--- src/rtl/wr_lane_pkg.sv ---
package wr_lane_pkg;

  // Handshake control to datapath register strobes
  typedef struct packed {
    logic load;   // capture the freshly steered word
    logic clear;  // return the output registers to zero
  } laneCtrl_t;

  // Transfer size codes (bytes = 2**code)
  typedef enum logic [2:0] {
    SZ_1B  = 3'd0,
    SZ_2B  = 3'd1,
    SZ_4B  = 3'd2,
    SZ_8B  = 3'd3,
    SZ_16B = 3'd4
  } sizeCode_e;

endpackage

--- src/rtl/wr_lane_ctrl.sv ---
module wr_lane_ctrl
  import wr_lane_pkg::*;
(
  input  logic      clk,
  input  logic      rstN,
  input  logic      inValid,
  output logic      inReady,
  output logic      outValid,
  input  logic      outReady,
  output laneCtrl_t ctrl
);

  logic validQ;
  logic validD;

  // The single slot is free when it is empty or is being drained this cycle
  always_comb begin
    inReady    = !validQ || outReady;
    ctrl.load  = inValid && inReady;
    ctrl.clear = validQ && outReady && !inValid;
  end

  always_comb begin
    validD = validQ;
    if (ctrl.load) begin
      validD = 1'b1;
    end else if (outReady) begin
      validD = 1'b0;
    end
  end

  always_ff @(posedge clk or negedge rstN) begin
    if (!rstN) begin
      validQ <= 1'b0;
    end else begin
      validQ <= validD;
    end
  end

  assign outValid = validQ;

endmodule

--- src/rtl/wr_lane_dpath.sv ---
module wr_lane_dpath
  import wr_lane_pkg::*;
#(
  parameter int DATA_BYTES = 16,
  parameter int ADDR_W     = 32,
  parameter int SIZE_W     = 3
) (
  input  logic                    clk,
  input  logic                    rstN,
  input  laneCtrl_t               ctrl,
  input  logic [ADDR_W-1:0]       inAddr,
  input  logic [SIZE_W-1:0]       inSize,
  input  logic [8*DATA_BYTES-1:0] inData,
  output logic [DATA_BYTES-1:0]   outStrb,
  output logic [8*DATA_BYTES-1:0] outData
);

  localparam int DATA_W   = 8 * DATA_BYTES;
  localparam int LANE_W   = $clog2(DATA_BYTES);
  localparam int SIZE_MAX = LANE_W;

  logic [LANE_W-1:0] startLane;
  logic [LANE_W-1:0] sizeMask;
  logic [LANE_W-1:0] lastLane;
  logic [SIZE_W-1:0] effSize;
  logic [DATA_BYTES-1:0] nextStrb;
  logic [DATA_W-1:0] shifted;
  logic [DATA_W-1:0] nextData;

  // Oversize codes collapse onto the full-width transfer
  always_comb begin
    if (inSize > SIZE_W'(SIZE_MAX)) begin
      effSize = SIZE_W'(SIZE_MAX);
    end else begin
      effSize = inSize;
    end
  end

  // Container end: start lane with the size's low bits forced high
  always_comb begin
    startLane = inAddr[LANE_W-1:0];
    for (int j = 0; j < LANE_W; j++) begin
      sizeMask[j] = (j < int'(effSize));
    end
    lastLane = startLane | sizeMask;
  end

  always_comb begin
    for (int i = 0; i < DATA_BYTES; i++) begin
      nextStrb[i] = (i >= int'(startLane)) && (i <= int'(lastLane));
    end
  end

  // Move the right-justified value up to the start lane
  assign shifted = inData << {startLane, 3'b000};

  generate
    for (genvar g = 0; g < DATA_BYTES; g++) begin : gLane
      assign nextData[8*g +: 8] = shifted[8*g +: 8] & {8{nextStrb[g]}};
    end
  endgenerate

  always_ff @(posedge clk or negedge rstN) begin
    if (!rstN) begin
      outStrb <= '0;
      outData <= '0;
    end else if (ctrl.load) begin
      outStrb <= nextStrb;
      outData <= nextData;
    end else if (ctrl.clear) begin
      outStrb <= '0;
      outData <= '0;
    end
  end

endmodule

--- src/rtl/wr_lane_steer.sv ---
module wr_lane_steer
  import wr_lane_pkg::*;
#(
  parameter int DATA_BYTES = 16,
  parameter int ADDR_W     = 32,
  parameter int SIZE_W     = 3
) (
  input  logic                    clk,
  input  logic                    rstN,
  input  logic                    inValid,
  output logic                    inReady,
  input  logic [ADDR_W-1:0]       inAddr,
  input  logic [SIZE_W-1:0]       inSize,
  input  logic [8*DATA_BYTES-1:0] inData,
  output logic                    outValid,
  input  logic                    outReady,
  output logic [DATA_BYTES-1:0]   outStrb,
  output logic [8*DATA_BYTES-1:0] outData
);

  laneCtrl_t ctrl;

  wr_lane_ctrl uCtrl (
    .clk      (clk),
    .rstN     (rstN),
    .inValid  (inValid),
    .inReady  (inReady),
    .outValid (outValid),
    .outReady (outReady),
    .ctrl     (ctrl)
  );

  wr_lane_dpath #(
    .DATA_BYTES (DATA_BYTES),
    .ADDR_W     (ADDR_W),
    .SIZE_W     (SIZE_W)
  ) uDpath (
    .clk     (clk),
    .rstN    (rstN),
    .ctrl    (ctrl),
    .inAddr  (inAddr),
    .inSize  (inSize),
    .inData  (inData),
    .outStrb (outStrb),
    .outData (outData)
  );

endmodule

--- config.mk ---
export PLATFORM = sky130hd
export DESIGN_NAME = wr_lane_steer
export DESIGN_NICKNAME = d
export VERILOG_FILES = /design/src/rtl/wr_lane_pkg.sv /design/src/rtl/wr_lane_ctrl.sv /design/src/rtl/wr_lane_dpath.sv /design/src/rtl/wr_lane_steer.sv
export SDC_FILE = /design/constraint.sdc
export NUM_CORES = 1
export LEC_CHECK = 0
export ABC_AREA = 1
export BUFFER_PORTS_ARGS = -buffer_cell sky130_fd_sc_hd__buf_2
export CORE_AREA = 4 4 152 154
export DETAILED_ROUTE_END_ITERATION = 10
export DIE_AREA = 0 0 156 158
export GPL_TIMING_DRIVEN = 0
export PLACE_DENSITY = 0.81
export REMOVE_ABC_BUFFERS = 1
export SYNTH_ARGS = -nofsm -noshare
export SYNTH_HDL_FRONTEND = slang
export SYNTH_HIERARCHICAL = 1
export SYNTH_SLANG_ARGS = --single-unit
--- constraint.sdc ---
create_clock -name clk -period 1.6 [get_ports clk]
set_input_delay 0 -clock clk [delete_from_list [all_inputs] [get_ports clk]]
set_output_delay 0 -clock clk [all_outputs]
set_load 0.1 [all_outputs]
==> metrics.yaml, run 1 <==
dp_hpwl_mm: 26.0
cts_tree: "done"
finalPower_mw: 13.8
wl_per_cell_um: 18.5
worstPathArrival_ps: 2160
worstSetupStartpointType: "register"
grt_pass1_vias: 11500
track_usage: 0.316
busiest_layer: "met2"
start_util: 0.477
portBuffers: 284
drv_slew: 0
worst_pin_slew_ps: 882
use_met2: 0.506
worst_hold_slack_ps: 28.1
yosysUniqueCellTypes: 28
clk_latency_ps: 420
max_stage_delay_ps: 410
root_buffer: "clkbuf_16"
max_freq_mhz: 557
coreArea_um2: 21700
slowest_stage: "dfrtp_1"
drtAntennaViolNets: 0
postSynthAreaPerCell_um2: 5.94
ios: 313
synthCells: 1743
r2r_start: "uCtrl/outValid"
grt_pass1_wl_mm: 61.0
drive_gt1_frac: 0.216
use_met1: 0.422
dr_total_vias: 13100
drt_first_pass_iters: 6
cp-end-kind: "register"
cts_num_sinks: 145
fin_skew_ps: 7.81
rsz0062_at_grt: "true"
reg2regPathDepth: 9
htreeDepth: 4
powerDensity_nw_per_um2: 1020
violations: "setup timing"
setup_tns_ps: -10000
yosysTopAreaCell: "dfrtp_1"
clk_path_buf_depth: 2
met3_usage: 0.0623
grt_antenna_before_repair: 3
drt-initial-drc-count: 1294
wirelength_mm: 42.7
maxCapViolations: 0
die_area_um2: 24600
synth_top_area_frac: 0.350
grt_max_degree: 92
timing.reg2reg.setup_slack_ps: -190
period_minus_slack_ps: 1790
timing.rr.end: "uDpath/outData[93]"
rows: 54
peakVddDrop_mv: 0.573
placed_area_um2: 12000
route.detailed.drc: 0
critPathKind: "reg -> reg"
hold_path_class: "in -> reg"
path_cells: "a21oi_4, buf_12, inv_8, nor2_4, nand3_2, nor2_4, buf_12, nand4_1, nand2_1"
synthToLayoutAreaGrowth_pct: 30.9
run_status: "complete, but fails checks"
clk_pin_slew_ps: 60
place_congestion: 0.880
cp_max_fo: 5
period_share: 1.12
die_w_um: 156
synth_area_leaders: "dfrtp_1 35%, nand2_1 34%, nand3_1 13%"
nets: 2183
synth_area_um2: 10400
crit_start: "uCtrl/outValid"
ys_warn_count: 6
cts_made_buffers: 17
maxSlewHeadroom: 0.410
final-setup-viol-count: 106
ys_ff_latch: 145
final_cell_area_um2: 13600
crit_required_ps: 1960
vias_per_cell: 5.68
leakage_nw: 7.75
endpoint: "uDpath/outData[93]"
die_height_um: 158
fin_ws_ps: -195
yosysSeqAreaShare: 0.350
grt-ovfl-total: 0
hold_violations: 0
## timing repair
action / CTS / global route
gates cloned: 2 / 8
hold endpoints to repair: 65 / 0
setup endpoints to repair: 144 / 136
hold buffers: 10 / 0
setup buffers: 34 / 7
gates resized for setup: 48 / 62
pin swaps: 21 / 39
## metal layers
layer,wire length [um],up-vias
li1,-,6110
met1,16700,5972
met2,19300,874
met3,4930,134
met4,1770,4
met5,21,-
## metrics by stage
| stage | worst slack, ps | instances | util |
|---|---|---|---|
| after floorplan | -2680 | 1640 | - |
| after global placement | -5220 | 2204 | 0.535 |
| after detailed placement | -1980 | 2217 | 0.552 |
| after CTS | -51.1 | 2291 | 0.607 |
| after global routing | -245 | 2306 | 0.625 |
| final | -195 | 2307 | 0.625 |
## cells by family (layout without fill, tap and decap cells)
group | count (synthesis) | count (layout) | synth area share
simple gates | 1357 | 1359 | 0.535
buf+inv | 147 | 428 | 0.0661
flops | 145 | 145 | 0.350
compound gates | 94 | 94 | 0.0480
other cells | 0 | 1 | 0
## cell type report
cell class | count | area (um2)
timing repair buffer | 355 | 2520
clock buffer | 19 | 443
tap | 280 | 350
sequential | 145 | 3630
fill | 2032 | 8130
clock inverter | 10 | 115
antenna | 1 | 2.50
inverter | 44 | 190
multi-input combinational | 1453 | 6310
## how the worst min path moves through the flow
stage	startpoint	end	slack, ps	cells after the start
floorplan	rstN	uCtrl/outValid	-300	0
global placement	inValid	uCtrl/outValid	220	3
detailed placement	rstN	uDpath/outData[91]	4	1
CTS	inData[7]	uDpath/outData[71]	10	5
global route	inData[7]	uDpath/outData[71]	30	5
finish	inData[7]	uDpath/outData[71]	30	5
## flip-flops by register name, indices dropped and copies added (netlist names)
register        flops
uCtrl/outValid      1
uDpath/outData    128
uDpath/outStrb     16
## where the power goes
| part | leakage (nW) | switching, mW | total, mW | internal, mW |
|---|---|---|---|---|
| clock | 0.267 | 1.61 | 3.92 | 2.31 |
| combinational | 5.54 | 4.47 | 5.70 | 1.23 |
| sequential | 1.94 | 0.193 | 4.19 | 4.00 |
## worst max-delay path, delay by kind of cell (launching register included)
kind | cells | cell delay (ps)
buffers and inverters | 3 | 350
DFF | 1 | 410
AOI/OAI and AO/OA | 1 | 210
and+or+nand+nor | 5 | 780
## Yosys cell counts
cell type / number
a21o_1: 1
a21oi_1: 17
a21oi_2: 1
a22o_1: 1
a31oi_1: 6
and2_1: 3
buf_1: 9
buf_2: 55
buf_4: 9
buf_6: 4
clkbuf_1: 26
dfrtp_1: 145
inv_1: 41
inv_2: 3
nand2_1: 947
nand2_2: 1
nand3_1: 276
nand4_1: 13
nand4_2: 1
nor2_1: 107
nor2_2: 5
nor2_4: 3
nor4_4: 1
o211ai_1: 1
o21ai_0: 56
o21ai_1: 9
o21ai_2: 1
o21bai_1: 1
## placed cells by master, fill, tap and decap left out, types with 5 or more instances in the layout
cell type,n
nand2_4,6
buf_12,9
inv_1,38
a31oi_1,6
buf_4,20
o21ai_0,42
buf_2,279
o21ai_2,5
nand2_2,7
buf_6,17
o21ai_1,18
dfrtp_1,145
nand2_1,936
nand3_1,274
nor2_4,17
nand4_1,13
dlygate4sd3_1,10
buf_16,10
a21oi_1,16
nor2_1,82
nor2_2,17
clkbuf_16,23
Note: power is estimated with default switching activity, not from simulation.
==> run 2, diff against run 1 <==
Settings changed: CORE_AREA 4 4 152 154 to 4 4 145 147, DIE_AREA 0 0 156 158 to 0 0 149 151, PLACE_DENSITY 0.81 to 0.84.
Clock period 1.6 ns to 1.8 ns, I/O delays scaled along.
==> run 2 against run 1 <==
Against the previous run: the run now ends clean; setup slack improved by 250 ps; die area down 8.7%; first-iteration DRC count decreased by 8.7%; design area shrank 3.1%; core utilization increased by 3.5 points; non-clock buffer count shrank 17; cell count is 1.0% lower; critical endpoint is now uDpath/outData[61]; largest cell class unchanged.
==> metrics.yaml, run 2 (synthesis results as in run 1) <==
leakage_nw: 7.59  # -2.2%
drt_first_pass_iters: 5  # -1
clk_pin_slew_ps: 60  # about the same
powerDensity_nw_per_um2: 950  # -6.7%
die_w_um: 149  # -4.5%
wl_per_cell_um: 17.3  # -6.6%
final-seq-area_um2: 3630  # about the same
start_util: 0.520  # +0.0427
cp-end-kind: "register"
cts_made_buffers: 17  # unchanged
root_buffer: "clkbuf_16"
coreArea_um2: 19900  # -8.2%
htreeDepth: 4  # unchanged
synthToLayoutAreaGrowth_pct: 26.9
dp_hpwl_mm: 25.5  # -1.7%
timing.rr.end: "uDpath/outData[61]"
multiInputGateArea_um2: 6180  # -2.1%
grt_pass1_wl_mm: 59.4  # -2.7%
peakVddDrop_mv: 0.729  # +27%
fin_skew_ps: 7.97  # +0.159 ps
hold_path_class: "in -> reg"
rsz0062_at_grt: "true"
setup_tns_ps: 0  # +10000 ps
worstPathArrival_ps: 2110  # -50 ps
cts_num_sinks: 145  # unchanged
hold_start: "inData[8]"
wirelength_mm: 39.5  # -7.5%
die_area_um2: 22500  # -8.7%
grt_antenna_before_repair: 0  # -3
largest_reg_flops: 128  # unchanged
hold_violations: 0  # unchanged
grt_max_degree: 84  # -8.7%
min_to: "uDpath/outData[8]"
worst_pin_slew_ps: 926  # +43.5 ps
critPathKind: "reg -> reg"
fillers: 1827  # -10%
maxSlewHeadroom: 0.382  # -0.0275
rows: 52  # -3.7%
drive_gt1_frac: 0.194  # -0.0218
clk_latency_ps: 430  # about the same
period_minus_slack_ps: 1750  # -46.8 ps
regMostFlops: "uDpath/outData"
grt-ovfl-total: 0  # unchanged
r2r_start: "uCtrl/outValid"
drt-initial-drc-count: 1182  # -8.7%
whs_path_depth: 5  # unchanged
drv_slew: 0  # unchanged
max_freq_mhz: 572  # +2.7%
clk_path_buf_depth: 2  # unchanged
final-setup-viol-count: 0  # -100%
portBuffers: 284  # unchanged
nets: 2165  # -0.82%
place_congestion: 0.937  # +6.5%
cts_tree: "done"
worstSetupStartpointType: "register"
worst_hold_slack_ps: 48.7  # +20.5 ps
vias_per_cell: 5.64  # -0.69%
timing.reg2reg.setup_slack_ps: 50  # +250 ps
die_height_um: 151  # -4.4%
ios: 313  # unchanged
grt_pass1_vias: 11400  # -0.90%
dr_total_vias: 12900  # -1.7%
final_common_cell: "nand2_1"
cp_max_fo: 8  # +3
drtAntennaViolNets: 0  # unchanged
track_usage: 0.339  # +0.0230
run_status: "finished clean"
route.detailed.drc: 0  # unchanged
maxCapViolations: 0  # unchanged
crit_required_ps: 2170  # +210 ps
period_share: 0.971  # -0.151
mostFrequentLayoutCells: "945 x nand2_1, 279 x buf_2, 275 x nand3_1"
reg2regPathDepth: 7  # -2
-- run 2: changes by cell type in the layout (fill, tap and decap cells not counted), sizes merged --
cell,before,now
buf,337,326
dlygate4sd3,10,11
bufbuf,1,0
clkinv,5,2
clkbuf,26,19
inv,44,49
diode,1,2
bufinv,2,4
nand2,949,948
-- run 2: power breakdown --
group	internal (mW)	leakage, nW	total (mW)	switching, mW
sequential	3.55	1.94	3.73	0.173
clock	2.38	0.304	3.91	1.53
combinational	0.980	5.34	4.84	3.86
-- run 2: area by class of cell --
type                    instances  share of cell area
diodes                          2            0.000381
clock buffers                  18              0.0334
clock inverters                14              0.0152
inverters                      44              0.0135
multi-input cells            1452               0.470
flip-flops and latches        145               0.276
well taps                     270              0.0257
repair buffers                338               0.165
-- run 2: how the worst max path moves through the flow --
stage | slack [ps] | start | to
final | 50 | uCtrl/outValid | uDpath/outData[61]
after global placement | -4910 | inAddr[1] | uDpath/outData[61]
after detailed placement | -2110 | inAddr[3] | uDpath/outData[66]
after CTS | -9 | uCtrl/outValid | uDpath/outData[97]
after global routing | -20 | uCtrl/outValid | uDpath/outData[114]
after floorplan | -2480 | uCtrl/outValid | uDpath/outStrb[9]
-- run 2: worst max-delay path, stage by stage, from the launching register on --
cell and delay (ps):
dfrtp_2 420, a21oi_4 210, inv_4 100, nor2_4 150, nand2_1 120, nor2_4 480
nand2_1 130, nand2_1 80
-- run 2: per-layer routing --
layer	vias up	routed length, um	track usage
li1	6079	-	-
met1	5809	15200	0.444
met2	841	17500	0.530
met3	140	5000	0.0841
met4	0	1760	0.156
met5	-	0	0
-- run 2: timing repair --
item,CTS,global route
hold buffers,11,0
setup buffers,23,6
pin swaps,11,7
hold endpoints to repair,73,0
cloned,1,1
resized for setup,32,11
setup endpoints to repair,144,90
-- run 2: stage by stage --
step	cell area (um2)	power [mW]	cells	setup slack, ps	utilization
3_5_place_dp	11900	8.42	2207	-2110	0.599
2_1_floorplan	9830	7.17	1640	-2480	-
6_report	13100	12.5	2283	52.1	0.660
3_3_place_gp	11600	8.33	2194	-4910	0.582
4_1_cts	13000	12.4	2274	-8.78	0.653
5_1_grt	13100	13.0	2281	-17.0	0.660
